==> config.mk <==
export PLATFORM = sky130hd
export DESIGN_NAME = hs_mailbox
export DESIGN_NICKNAME = d
export VERILOG_FILES = /design/src/rtl/hs_mbx_pkg.sv /design/src/rtl/hs_mbx_sync.sv /design/src/rtl/hs_mbx_chan.sv /design/src/rtl/hs_mbx_hirq.sv /design/src/rtl/hs_mailbox.sv
export SDC_FILE = /design/constraint.sdc
export NUM_CORES = 1
export LEC_CHECK = 0
export BUFFER_PORTS_ARGS = -buffer_cell sky130_fd_sc_hd__buf_2
export CORE_MARGIN = 1
export CORE_UTILIZATION = 60
export CTS_BUF_LIST = sky130_fd_sc_hd__clkbuf_8
export DETAILED_ROUTE_END_ITERATION = 6
export HOLD_SLACK_MARGIN = 0.1
export PLACE_DENSITY_LB_ADDON = 0.1
export RECOVER_POWER = 100
export SYNTH_ARGS = -nofsm -noshare
export SYNTH_HDL_FRONTEND = slang
export SYNTH_SLANG_ARGS = --single-unit
==> constraint.sdc <==
create_clock -name clk -period 2.78 [get_ports clk]
set_input_delay 0.417 -clock clk [delete_from_list [all_inputs] [get_ports clk]]
set_output_delay 0.417 -clock clk [all_outputs]
set_load 0.05 [all_outputs]
==> src/rtl/hs_mbx_pkg.sv <==
`timescale 1ns/1ps
package hs_mbx_pkg;
    localparam int unsigned MBX_DW      = 8;
    localparam int unsigned MBX_NCH     = 2;
    localparam int unsigned MBX_NLATCH  = 3;
    localparam int unsigned SYNC_STAGES = 2;
    localparam int unsigned SEL_W       = 3;

    localparam logic [SEL_W-1:0] SEL_IDR0 = 3'd0;
    localparam logic [SEL_W-1:0] SEL_ODR0 = 3'd2;
    localparam logic [SEL_W-1:0] SEL_CTRL = 3'd4;
    localparam logic [SEL_W-1:0] SEL_HIRQ = 3'd5;

    localparam int unsigned LATCH_A = 0;
    localparam int unsigned LATCH_B = 1;
    localparam int unsigned LATCH_C = 2;

    typedef struct packed {
        logic [MBX_DW-1:0] idr;
        logic [MBX_DW-1:0] odr;
        logic              full;
        logic              ie;
    } chan_t;

    typedef struct packed {
        logic [MBX_NLATCH-1:0] latch;
        logic [MBX_NLATCH-1:0] armed;
    } hirq_t;

    typedef struct packed {
        logic rd_prev;
        logic wr_prev;
    } edge_t;
endpackage

==> src/rtl/hs_mbx_sync.sv <==
`timescale 1ns/1ps
module hs_mbx_sync #(
    parameter int unsigned W       = 1,
    parameter int unsigned STAGES  = 2,
    parameter logic [W-1:0] RST_VAL = '0
) (
    input  logic         clk,
    input  logic         rst_n,
    input  logic [W-1:0] d,
    output logic [W-1:0] q
);
    logic [W-1:0] stg_q [STAGES];
    logic [W-1:0] stg_d [STAGES];

    always_comb begin
        stg_d[0] = d;
        for (int i = 1; i < STAGES; i++) begin
            stg_d[i] = stg_q[i-1];
        end
    end

    always_ff @(posedge clk or negedge rst_n) begin
        if (!rst_n) begin
            for (int i = 0; i < STAGES; i++) stg_q[i] <= RST_VAL;
        end else begin
            for (int i = 0; i < STAGES; i++) stg_q[i] <= stg_d[i];
        end
    end

    assign q = stg_q[STAGES-1];
endmodule

==> src/rtl/hs_mbx_chan.sv <==
`timescale 1ns/1ps
module hs_mbx_chan
    import hs_mbx_pkg::*;
(
    input  logic              clk,
    input  logic              rst_n,
    input  logic              h_wr,
    input  logic [MBX_DW-1:0] h_din,
    input  logic              s_rd_idr,
    input  logic              s_wr_odr,
    input  logic              s_wr_ie,
    input  logic              s_ie_bit,
    input  logic [MBX_DW-1:0] s_wdata,
    output chan_t             st,
    output logic              irq
);
    chan_t st_d, st_q;

    always_comb begin
        st_d = st_q;
        if (s_wr_odr) st_d.odr = s_wdata;
        if (s_wr_ie)  st_d.ie  = s_ie_bit;
        if (s_rd_idr) st_d.full = 1'b0;
        if (h_wr) begin
            st_d.idr  = h_din;
            st_d.full = 1'b1;
        end
    end

    always_ff @(posedge clk or negedge rst_n) begin
        if (!rst_n) st_q <= '0;
        else        st_q <= st_d;
    end

    assign st  = st_q;
    assign irq = st_q.ie & st_q.full;
endmodule

==> src/rtl/hs_mbx_hirq.sv <==
`timescale 1ns/1ps
module hs_mbx_hirq
    import hs_mbx_pkg::*;
(
    input  logic                  clk,
    input  logic                  rst_n,
    input  logic                  en,
    input  logic                  rd,
    input  logic                  wr,
    input  logic [MBX_NLATCH-1:0] wbits,
    input  logic [MBX_NLATCH-1:0] clr,
    output logic [MBX_NLATCH-1:0] latch
);
    hirq_t h_d, h_q;

    always_comb begin
        h_d = h_q;
        if (!en) begin
            h_d = '0;
        end else begin
            for (int i = 0; i < MBX_NLATCH; i++) begin
                if (rd && !h_q.latch[i]) h_d.armed[i] = 1'b1;
                if (wr) begin
                    if (!wbits[i])         h_d.latch[i] = 1'b0;
                    else if (h_q.armed[i]) h_d.latch[i] = 1'b1;
                    h_d.armed[i] = 1'b0;
                end
                if (clr[i]) h_d.latch[i] = 1'b0;
            end
        end
    end

    always_ff @(posedge clk or negedge rst_n) begin
        if (!rst_n) h_q <= '0;
        else        h_q <= h_d;
    end

    assign latch = h_q.latch;
endmodule

==> src/rtl/hs_mailbox.sv <==
`timescale 1ns/1ps
module hs_mailbox
    import hs_mbx_pkg::*;
(
    input  logic                  clk,
    input  logic                  rst_n,
    input  logic                  hi_en,
    input  logic [MBX_NCH-1:0]    host_cs_n,
    input  logic                  host_a0,
    input  logic                  host_rd_n,
    input  logic                  host_wr_n,
    input  logic [MBX_DW-1:0]     host_din,
    output logic [MBX_DW-1:0]     host_dout,
    output logic [MBX_NLATCH-1:0] host_irq,
    input  logic [SEL_W-1:0]      slv_sel,
    input  logic                  slv_rd,
    input  logic                  slv_wr,
    input  logic [MBX_DW-1:0]     slv_wdata,
    output logic [MBX_DW-1:0]     slv_rdata,
    output logic [MBX_NCH-1:0]    slv_irq
);
    localparam int unsigned SW = MBX_NCH + 3;

    logic [SW-1:0]         strb_s;
    logic [MBX_NCH-1:0]    cs_n_s;
    logic                  a0_s, rd_s, wr_s;
    logic                  rd_fall, wr_fall;
    logic [MBX_NCH-1:0]    full_q;
    logic [MBX_NLATCH-1:0] hirq_q;
    logic [MBX_NLATCH-1:0] hclr;
    chan_t                 ch_st [MBX_NCH];
    edge_t                 e_d, e_q;

    hs_mbx_sync #(.W(SW), .STAGES(SYNC_STAGES), .RST_VAL({SW{1'b1}})) u_sync (
        .clk   (clk),
        .rst_n (rst_n),
        .d     ({host_cs_n, host_a0, host_rd_n, host_wr_n}),
        .q     (strb_s)
    );
    assign {cs_n_s, a0_s, rd_s, wr_s} = strb_s;

    always_comb begin
        e_d.rd_prev = rd_s;
        e_d.wr_prev = wr_s;
    end

    always_ff @(posedge clk or negedge rst_n) begin
        if (!rst_n) e_q <= '1;
        else        e_q <= e_d;
    end

    assign rd_fall = e_q.rd_prev & ~rd_s;
    assign wr_fall = e_q.wr_prev & ~wr_s;

    for (genvar c = 0; c < MBX_NCH; c++) begin : g_chan
        hs_mbx_chan u_chan (
            .clk      (clk),
            .rst_n    (rst_n),
            .h_wr     (wr_fall & ~cs_n_s[c] & ~a0_s),
            .h_din    (host_din),
            .s_rd_idr (slv_rd & (slv_sel == SEL_IDR0 + SEL_W'(c))),
            .s_wr_odr (slv_wr & (slv_sel == SEL_ODR0 + SEL_W'(c))),
            .s_wr_ie  (slv_wr & (slv_sel == SEL_CTRL)),
            .s_ie_bit (slv_wdata[c]),
            .s_wdata  (slv_wdata),
            .st       (ch_st[c]),
            .irq      (slv_irq[c])
        );
        assign full_q[c] = ch_st[c].full;
    end

    // Channel 0 outbound read releases B and C; channel 1 releases A.
    always_comb begin
        hclr          = '0;
        hclr[LATCH_B] = rd_fall & ~cs_n_s[0] & ~a0_s;
        hclr[LATCH_C] = rd_fall & ~cs_n_s[0] & ~a0_s;
        hclr[LATCH_A] = rd_fall & ~cs_n_s[1] & ~a0_s;
    end

    hs_mbx_hirq u_hirq (
        .clk   (clk),
        .rst_n (rst_n),
        .en    (hi_en),
        .rd    (slv_rd & (slv_sel == SEL_HIRQ)),
        .wr    (slv_wr & (slv_sel == SEL_HIRQ)),
        .wbits (slv_wdata[MBX_NLATCH-1:0]),
        .clr   (hclr),
        .latch (hirq_q)
    );

    assign host_irq = hirq_q & {MBX_NLATCH{hi_en}};

    always_comb begin
        slv_rdata = '0;
        for (int c = 0; c < MBX_NCH; c++) begin
            if (slv_sel == SEL_IDR0 + SEL_W'(c)) slv_rdata = ch_st[c].idr;
            if (slv_sel == SEL_ODR0 + SEL_W'(c)) slv_rdata = ch_st[c].odr;
        end
        if (slv_sel == SEL_CTRL) begin
            for (int c = 0; c < MBX_NCH; c++) begin
                slv_rdata[c]           = ch_st[c].ie;
                slv_rdata[MBX_NCH + c] = ch_st[c].full;
            end
        end
        if (slv_sel == SEL_HIRQ) slv_rdata[MBX_NLATCH-1:0] = hirq_q;
    end

    always_comb begin
        host_dout = '0;
        for (int c = MBX_NCH - 1; c >= 0; c--) begin
            if (!host_cs_n[c]) begin
                if (host_a0) host_dout = MBX_DW'(ch_st[c].full);
                else         host_dout = ch_st[c].odr;
            end
        end
    end
endmodule

==> reports/metrics.cfg, run 1 <==
[outcome]
status=finished, final reports clean

[pwr]
p_total_mw=2.12
intPower_mw=1.50
peakVddDrop_mv=0.435
combPwrFrac_pct=22.4
p_leak_nw=1.27
sw_frac_of_total_pct=29.3
power.density_nw_per_um2=721
seqPwrFrac_pct=47.5
switchingPower_uw=621
power.share.clock_pct=30.2

[floorplan]
dieArea_sq_um=4590
dieWidth_um=67.7
ios=50
initial_core_util_pct=63.4
row_count=23
fp.dieH_um=67.7
core_sq_um=4090

[critical_path]
crit_fanout=14
worst_path_max_delay_cell=clkbuf_1
cp_common_cell=clkbuf_1
path_class=input pin to output pin
r2r_cells=3
r2r_end=g_chan[1].u_chan.st[10]
worstReg2RegStart=e_q[0]
cp-end-kind=output pin
critPathLaunchType=input pin
crit_chain=clkbuf_1 > nor2b_1 > a2bb2oi_1 > nor2_1 > clkbuf_1
critPathRequiredTime_ns=2.36
reg2reg_slack_ns=0.65
slowest_delay_ns=0.49
critPathArrivalTime_ns=2.02

[cts]
cts_inserted_buffers=5
cts.sinks=54
postCtsSetupRepairBufs=0
cts_tree=built
cts_root_buf=clkbuf_8
h-tree-depth=2
clkLatencyLatePin_ns=0.31
hold_buffers=0
cts_max_path_buffers=2
clkTransAtPathRegs_ns=0.09
post_cts_resized=0

[timing]
skew_ns=0.00986
worst_hold_slack_ns=0.198
worst_pin_slew_ns=1.02
fin_crit_sh_pct=87.5
hold_viol_final=0
maxSlewViolCount=0
finalSetupTns_ns=0
period_needed_ns=2.43
rsz0062_at_grt=false
slew_headroom_pct=31.7
setup_slack_ns=0.347
finalSetupViolations=0
max_freq_mhz=411

[finish]
final-seq-area_sq_um=1370
nets=278
multiInputGateArea_sq_um=1110
drive_gt1_share_pct=32.8
final_common_cell=dfrtp_1
area_growth_pct=13.3
layout_common_cells=42 x dfrtp_1, 35 x mux2_2, 25 x buf_2, 25 x clkbuf_1
nFillCells=319
antenna_cells=0

[synth]
yosysTopAreaCell=dfrtp_1
ys_ff_latch=54
ys_dominant_reg_cell=dfrtp_1
synthDistinctLibCells=38
yosysSeqAreaShare_pct=52.7
syn_inst=203
yosys_warnings=0
postSynthAreaPerCell_sq_um=12.8
syn-num-nets=232
ys_top_cells_by_area=dfrtp_1 41%, mux2_2 15%, dfstp_2 12%
synth_edf_count=0
async_flop_share_pct=100
synth_top_area_share_pct=40.6
synthesis.area_sq_um=2590

[placement]
portBuffers=49
gp_congestion=0.798
dpl.hpwl_um=3730
place_ws_ns=0.546

[global_route]
first_global_vias=1721
grt_max_degree=48
grt_overflow=0
grtUsageTotal_pct=27.6
grt_pass1_wl_um=8870
grt_antenna_before_repair=0

[drt]
drtIter0Drc=135
vias=1786
firstDrtPassIters=4
avgRoutedWirePerCell_um=18.2
drtAntennaViolNets=0
drc=0
routed_wl_um=5450
viasPerCell=5.95

[worst_hold_path]
hold_path_class=input pin to flop
min_path_cells=1
hold_path_end=u_sync.stg_d[0]
worstHoldStart=host_wr_n

[run]
drv_cap=0

cells by family after synthesis:
logic type,synth area share [%]
AO/OA/AOI/OAI,8.26
buffers and inverters,3.28
flip-flops,52.7
multiplexers,21.4
AND/OR/NAND/NOR,14.3
layout make-up:
type,instances,area share [%]
Sequential cell,54,46.5
Clock buffer,6,2.81
Inverter,8,1.02
Tap cell,50,2.13
Timing Repair Buffer,50,7.46
Clock inverter,2,2.05
Multi-Input combinational cell,130,38.0
synthesized netlist by cell type, drive strengths merged (4+ instances only):
master and count:
dfrtp 42, mux2 35, dfstp 12, nor2 11, a21oi 8, inv 8, buf 7, nand2b 7
o221ai 7, and2 6, mux2i 6, nand4b 6, nor2b 6, clkbuf 4, mux4 4, nand3b 4
o21a 4, o21ai 4
per-stage QoR:
stage / cell area (sq um) / std cells / utilization [%]
floorplan: 2590 / 203 / -
global placement: 2850 / 292 / 69.8
detailed placement: 2850 / 292 / 69.8
CTS: 2990 / 300 / 73.3
global route: 2940 / 300 / 71.8
finish: 2940 / 300 / 71.8
registers in the layout, indices dropped and copies added, names as in the netlist:
name / flops
g_chan.u_chan.st: 36
u_sync.q: 5
u_sync.stg_d: 5
u_hirq.h_q: 3
u_hirq.latch: 3
e_q: 2
worst max path at each step:
stage                 startpoint            to  slack, ns  cells past startpoint
finish              host_cs_n[0]  host_dout[2]       0.35                      5
global route        host_cs_n[0]  host_dout[7]       0.21                      5
CTS                   slv_sel[2]  slv_rdata[2]       0.54                      5
detailed placement    slv_sel[2]  slv_rdata[2]       0.55                      5
global placement      slv_sel[2]  slv_rdata[2]       0.56                      5
floorplan                host_a0  host_dout[0]       0.48                      3
critical path: cells and delay by family:
family / cells / cell delay [ns]
buf+inv: 2 / 0.95
simple gates: 2 / 0.54
compound gates: 1 / 0.11
power groups by stage:
stage	Clock (mW)	Combinational, mW	Sequential, mW
2_1_floorplan	0	0.383	0.986
3_3_place_gp	0	0.476	1.01
3_5_place_dp	0	0.485	1.02
4_1_cts	0.651	0.489	1.01
5_1_grt	0.676	0.511	1.02
6_report	0.639	0.474	1.00
metal layers:
metal	up-vias	global-route usage [%]	wire length [um]
met3	7	5.07	292
met5	-	0	0
met2	61	44.4	2630
met1	890	37.7	2450
li1	828	-	-
met4	0	8.78	73
Power figures use the tool's default switching activity.
==> run 2, diff against run 1 <==
Settings changed: GPL_ROUTABILITY_DRIVEN set to 0, SYNTH_HIERARCHICAL set to 1.
==> reports/metrics.cfg, run 2 <==
[synth]
ys_ff_latch=54  ; unchanged
yosysSeqAreaShare_pct=49.5  ; was 52.7%
synthesis.area_sq_um=2760  ; was 2590 sq um
syn_inst=208  ; was 203
postSynthAreaPerCell_sq_um=13.3  ; was 12.8 sq um
ys_top_cells_by_area=dfrtp_1 38%, mux2_4 17%, dfstp_2 11%  ; was dfrtp_1 41%, mux2_2 15%, dfstp_2 12%
synth_edf_count=0  ; unchanged
synth_top_area_share_pct=38.1  ; was 40.6%
syn-num-nets=237  ; was 232
synthDistinctLibCells=29  ; was 38
ys_dominant_reg_cell=dfrtp_1  ; unchanged
yosys_warnings=6  ; was 0
async_flop_share_pct=100  ; unchanged
synth_most_common_cell=dfrtp_1  ; unchanged
yosysTopAreaCell=dfrtp_1  ; unchanged
ys_top_cells_by_count=42 x dfrtp_1, 32 x mux2_4, 13 x a21oi_1, 13 x nor2_1, 12 x dfstp_2  ; was 42 x dfrtp_1, 35 x mux2_2, 12 x dfstp_2

[floorplan]
fp.dieH_um=69.8  ; was 67.7 um
initial_core_util_pct=63.0  ; was 63.4%
core_sq_um=4380  ; was 4090 sq um
ios=50  ; unchanged
dieWidth_um=69.8  ; was 67.7 um
dieArea_sq_um=4880  ; was 4590 sq um
row_count=24  ; was 23

[timing]
worst_pin_slew_ns=1.32  ; was 1.02 ns
rsz0062_at_grt=false  ; unchanged
slew_headroom_pct=12.3  ; was 31.7%
max_freq_mhz=420  ; was 411 MHz
finalSetupTns_ns=0  ; unchanged
skew_ns=0.00648  ; was 0.00986 ns
period_needed_ns=2.38  ; was 2.43 ns
worst_hold_slack_ns=0.195  ; was 0.198 ns
fin_crit_sh_pct=85.6  ; was 87.5%
maxSlewViolCount=0  ; unchanged
hold_viol_final=0  ; unchanged
finalSetupViolations=0  ; unchanged

[critical_path]
crit_chain=clkbuf_1 > nor2b_1 > a21oi_1 > nor2_1 > clkbuf_1  ; was clkbuf_1 > nor2b_1 > a2bb2oi_1 > nor2_1 > clkbuf_1
critPathLaunchType=input pin  ; unchanged
critPathRequiredTime_ns=2.36  ; about the same
worst_path_max_delay_cell=clkbuf_1  ; unchanged
cp-end-kind=output pin  ; unchanged
cp_common_cell=clkbuf_1  ; unchanged
slowest_delay_ns=0.48  ; was 0.49 ns
crit_fanout=14  ; unchanged
r2r_cells=4  ; was 3
worstReg2RegStart=e_q[0]  ; unchanged
r2r_end=g_chan[1].u_chan/st[11]  ; was g_chan[1].u_chan.st[10]
critPathArrivalTime_ns=1.96  ; was 2.02 ns
path_class=input pin to output pin  ; unchanged
reg2reg_slack_ns=1.09  ; was 0.65 ns

[global_route]
grt_antenna_before_repair=0  ; unchanged
grt_overflow=0  ; unchanged
grt_pass1_wl_um=8520  ; was 8870 um
grt_max_degree=27  ; was 48
first_global_vias=1635  ; was 1,721
grtUsageTotal_pct=23.2  ; was 27.6%

[cts]
h-tree-depth=2  ; unchanged
cts_inserted_buffers=5  ; unchanged
cts_root_buf=clkbuf_8  ; unchanged
clkTransAtPathRegs_ns=0.10  ; was 0.09 ns
cts_max_path_buffers=2  ; unchanged
cts_tree=built  ; unchanged
postCtsSetupRepairBufs=0  ; unchanged
cts.sinks=54  ; unchanged
clkLatencyLatePin_ns=0.31  ; about the same

[drt]
viasPerCell=5.54  ; was 5.95
drtIter0Drc=124  ; was 135
vias=1712  ; was 1,786
drtAntennaViolNets=0  ; unchanged
drc=0  ; unchanged
routed_wl_um=5270  ; was 5450 um
avgRoutedWirePerCell_um=17.1  ; was 18.2 um
firstDrtPassIters=4  ; unchanged

[finish]
layout_common_cells=42 x dfrtp_1, 29 x mux2_1, 26 x clkbuf_1, 26 x buf_2  ; was 42 x dfrtp_1, 35 x mux2_2, 25 x buf_2, 25 x clkbuf_1
drive_gt1_share_pct=24.5  ; was 32.8%
nFillCells=366  ; was 319
largest_reg_flops=36  ; unchanged
antenna_cells=0  ; unchanged
nets=285  ; was 278
final_common_cell=dfrtp_1  ; unchanged
area_growth_pct=6.25  ; was 13.3%

[pwr]
power.share.clock_pct=23.8  ; was 30.2%
power.density_nw_per_um2=662  ; was 721 nW/um^2
combPwrFrac_pct=24.5  ; was 22.4%
p_total_mw=1.94  ; was 2.12 mW
seqPwrFrac_pct=51.7  ; was 47.5%
peakVddDrop_mv=0.415  ; was 0.435 mV
intPower_mw=1.32  ; was 1.50 mW
switchingPower_uw=623  ; was 621 uW
sw_frac_of_total_pct=32.1  ; was 29.3%
p_leak_nw=1.26  ; was 1.27 nW

[worst_hold_path]
worstHoldStart=host_rd_n  ; was host_wr_n
min_path_cells=1  ; unchanged
hold_path_end=u_sync/stg_d[1]  ; was u_sync.stg_d[0]
hold_path_class=input pin to flop  ; unchanged

[outcome]
status=finished, final reports clean  ; unchanged

[run]
drv_cap=0  ; unchanged

[placement]
portBuffers=49  ; unchanged
dpl.hpwl_um=3790  ; was 3730 um

==> run 2: worst max-delay path by stage <==
stage                      start            to  slack, ns  cells after the start
finish              host_cs_n[0]  host_dout[2]       0.40                      5
global route        host_cs_n[0]  host_dout[2]       0.32                      5
CTS                   slv_sel[0]  slv_rdata[3]       0.67                      5
detailed placement    slv_sel[0]  slv_rdata[3]       0.67                      5
global placement      slv_sel[0]  slv_rdata[3]       0.67                      5
floorplan             slv_sel[1]  slv_rdata[0]       0.64                      5
==> run 2: timing repair <==
item                                    4_1_cts  5_1_grt
hold endpoints to repair                      2        0
endpoints found under the setup margin        0        0
hold buffers                                  1        0
gates resized for setup                       0        0
==> run 2: logic make-up (layout without fill, tap and decap cells) <==
family                 Yosys count  after routing  synth area share, %
AND/OR/NAND/NOR                 64             64                 15.0
flip-flops                      54             54                 49.5
multiplexers                    47             47                 25.2
AO/OA/AOI/OAI                   23             23                 5.12
buffers and inverters           20             69                 5.12
==> run 2: critical path: cells and delay by family <==
kind | cells | cell delay, ns
compound gates | 1 | 0.13
buf+inv | 2 | 0.93
simple gates | 2 | 0.49
==> run 2: power by group through the flow <==
stage / Combinational, mW / Clock, mW / Sequential, mW
detailed placement: 0.560 / 0 / 1.02
global route: 0.510 / 0.504 / 1.02
global placement: 0.548 / 0 / 1.02
finish: 0.475 / 0.463 / 1.01
CTS: 0.561 / 0.475 / 1.01
floorplan: 0.454 / 0 / 0.987
==> run 2: per-layer routing <==
metal | global-route usage, % | wire length, um | vias to the layer above
li1 | - | - | 811
met1 | 33.7 | 2450 | 833
met2 | 35.9 | 2460 | 60
met3 | 5.09 | 301 | 8
met4 | 5.78 | 62 | 0
met5 | 0 | 0 | -
==> run 2: through the flow <==
step	cells	setup slack, ns	util, %	area [sq um]
after floorplan	208	0.638	-	2760
final	309	0.401	66.9	2930
after global placement	300	0.670	68.4	3000
after global routing	309	0.317	66.9	2930
after detailed placement	300	0.674	68.4	3000
after CTS	309	0.670	70.8	3100
==> run 2: cell type report <==
class	instances	area, sq um	share of cell area, %
multi-input combinational	134	1130	38.5
inverter	6	22.5	0.768
timing repair buffer	55	253	8.61
tap	52	65.1	2.22
clock inverter	2	15.0	0.512
clock buffer	6	82.6	2.81
sequential	54	1370	46.6
==> run 3, diff against run 2 <==
Settings changed: CORE_UTILIZATION 60 to 30, TNS_END_PERCENT set to 10.
==> reports/metrics.cfg, run 3 (synthesis gave the netlist of run 2 again) <==
[drt]
drtIter0Drc=72  ; was 124
drtAntennaViolNets=0  ; unchanged
viasPerCell=4.55  ; was 5.54
drc=1  ; was 0
avgRoutedWirePerCell_um=17.0  ; was 17.1 um
vias=1660  ; was 1,712
routed_wl_um=6200  ; was 5270 um
firstDrtPassIters=7  ; was 4

[finish]
final_common_cell=dfrtp_1  ; unchanged
area_growth_pct=10.6  ; was 6.25%
antenna_cells=0  ; unchanged
drive_gt1_share_pct=26.8  ; was 24.5%
layout_common_cells=42 x dfrtp_1, 28 x buf_2, 27 x mux2_1, 27 x clkbuf_1  ; was 42 x dfrtp_1, 29 x mux2_1, 26 x clkbuf_1, 26 x buf_2
largest_reg_flops=36  ; unchanged
nets=285  ; unchanged

[critical_path]
path_class=input pin to output pin  ; unchanged
cp-end-kind=output pin  ; unchanged
cp_top_family=buffers and inverters  ; unchanged
worst_path_max_delay_cell=clkbuf_1  ; unchanged
critPathLaunchType=input pin  ; unchanged
critPathArrivalTime_ns=1.88  ; was 1.96 ns
worst-path-buf-inv=2  ; unchanged
slowest_delay_ns=0.50  ; was 0.48 ns
crit_chain=buf_2 > mux2i_1 > o21a_1 > o221ai_1 > clkbuf_1  ; was clkbuf_1 > nor2b_1 > a21oi_1 > nor2_1 > clkbuf_1
crit_fanout=20  ; was 14
critPathRequiredTime_ns=2.36  ; about the same

[timing]
setup_slack_ns=0.484  ; was 0.401 ns
max_freq_mhz=436  ; was 420 MHz
slew_headroom_pct=-0.210  ; was 12.3%
finalSetupViolations=0  ; unchanged
fin_crit_sh_pct=82.6  ; was 85.6%
worst_pin_slew_ns=1.50  ; was 1.32 ns
skew_ns=0.0135  ; was 0.00648 ns
hold_viol_final=0  ; unchanged
period_needed_ns=2.30  ; was 2.38 ns
rsz0062_at_grt=false  ; unchanged
finalSetupTns_ns=0  ; unchanged
maxSlewViolCount=27  ; was 0

[floorplan]
row_count=34  ; was 24
core_sq_um=8810  ; was 4380 sq um
ios=50  ; unchanged
dieArea_sq_um=9590  ; was 4880 sq um
fp.dieH_um=97.9  ; was 69.8 um
dieWidth_um=97.9  ; was 69.8 um
initial_core_util_pct=31.4  ; was 63.0%

[cts]
clkLatencyLatePin_ns=0.31  ; about the same
cts_inserted_buffers=5  ; unchanged
post_cts_resized=0  ; unchanged
hold_buffers=0  ; was 1
cts.sinks=54  ; unchanged
h-tree-depth=2  ; unchanged
clkTransAtPathRegs_ns=0.09  ; was 0.10 ns
cts_max_path_buffers=2  ; unchanged
cts_tree=built  ; unchanged
postCtsSetupRepairBufs=0  ; unchanged
cts_root_buf=clkbuf_8  ; unchanged

[global_route]
grtUsageTotal_pct=13.5  ; was 23.2%
grt_max_degree=28  ; was 27
grt_pass1_wl_um=9620  ; was 8520 um
first_global_vias=1691  ; was 1,635
grt_overflow=0  ; unchanged
grt_antenna_before_repair=0  ; unchanged

[placement]
place_ws_ns=0.623  ; was 0.674 ns
dpl.hpwl_um=4390  ; was 3790 um
portBuffers=49  ; unchanged

[outcome]
status=finished, violations left  ; was finished, final reports clean
violations=design-rule violations, max-capacitance violations, max-slew violations

[pwr]
power.density_nw_per_um2=690  ; was 662 nW/um^2
p_leak_nw=1.28  ; was 1.26 nW
peakVddDrop_mv=0.223  ; was 0.415 mV

[worst_hold_path]
hold_path_class=input pin to flop  ; unchanged

[run]
drv_cap=1  ; was 0

## run 3: cell type report
type                            count  area [sq um]
Fill cell                         923          5750
Sequential cell                    54          1370
Multi-Input combinational cell    134          1160
Timing Repair Buffer               55           241
Tap cell                          108           135
Clock buffer                        5          68.8
Clock inverter                      3          63.8
Inverter                            6          22.5
## run 3: worst register-to-register path, cell delays in order, from the launching register on
cell and delay [ns]:
dfstp_2 0.52, nand2_1 0.05, nor2_1 0.09, clkbuf_1 0.59
mux2_1 0.39
## run 3: per-layer routing
metal  track usage (%)  share of wire (%)
met1              18.7                 50
met2              20.9                 45
met3              3.08                4.0
met4              4.55                1.4
met5                 0                  0
## run 3: path summary, 6_finish.rpt
path                                      start                       to  slack [ns]  cells past startpoint
worst max-delay path                 slv_sel[0]             slv_rdata[0]        0.48                      5
worst min-delay path                  host_rd_n          u_sync/stg_d[1]        0.20                      1
worst max register to register           e_q[0]  g_chan[1].u_chan/st[16]        1.02                      4
worst min register to register  u_sync/stg_d[2]              u_sync/q[2]        0.36                      0
max in group asynchronous                 rst_n   g_chan[1].u_chan/st[9]        0.95                      2
min in group asynchronous                 rst_n   g_chan[1].u_chan/st[4]        0.45                      1
## run 3: power by group
part	total [mW]	switching [mW]	leakage (nW)	internal [mW]
Combinational	0.484	0.282	0.578	0.202
Clock	0.622	0.265	0.0658	0.357
Sequential	1.00	0.0855	0.641	0.917
## run 3: metrics by stage
stage	total power, mW	utilization [%]	instance area [sq um]	hold slack [ns]	std cells
floorplan	1.44	-	2760	0.121	208
global placement	1.59	34.9	3070	0.346	357
detailed placement	1.59	34.9	3070	0.347	357
CTS	2.21	36.4	3210	0.141	365
global route	2.22	34.7	3050	0.179	365
finish	2.11	34.7	3050	0.203	365
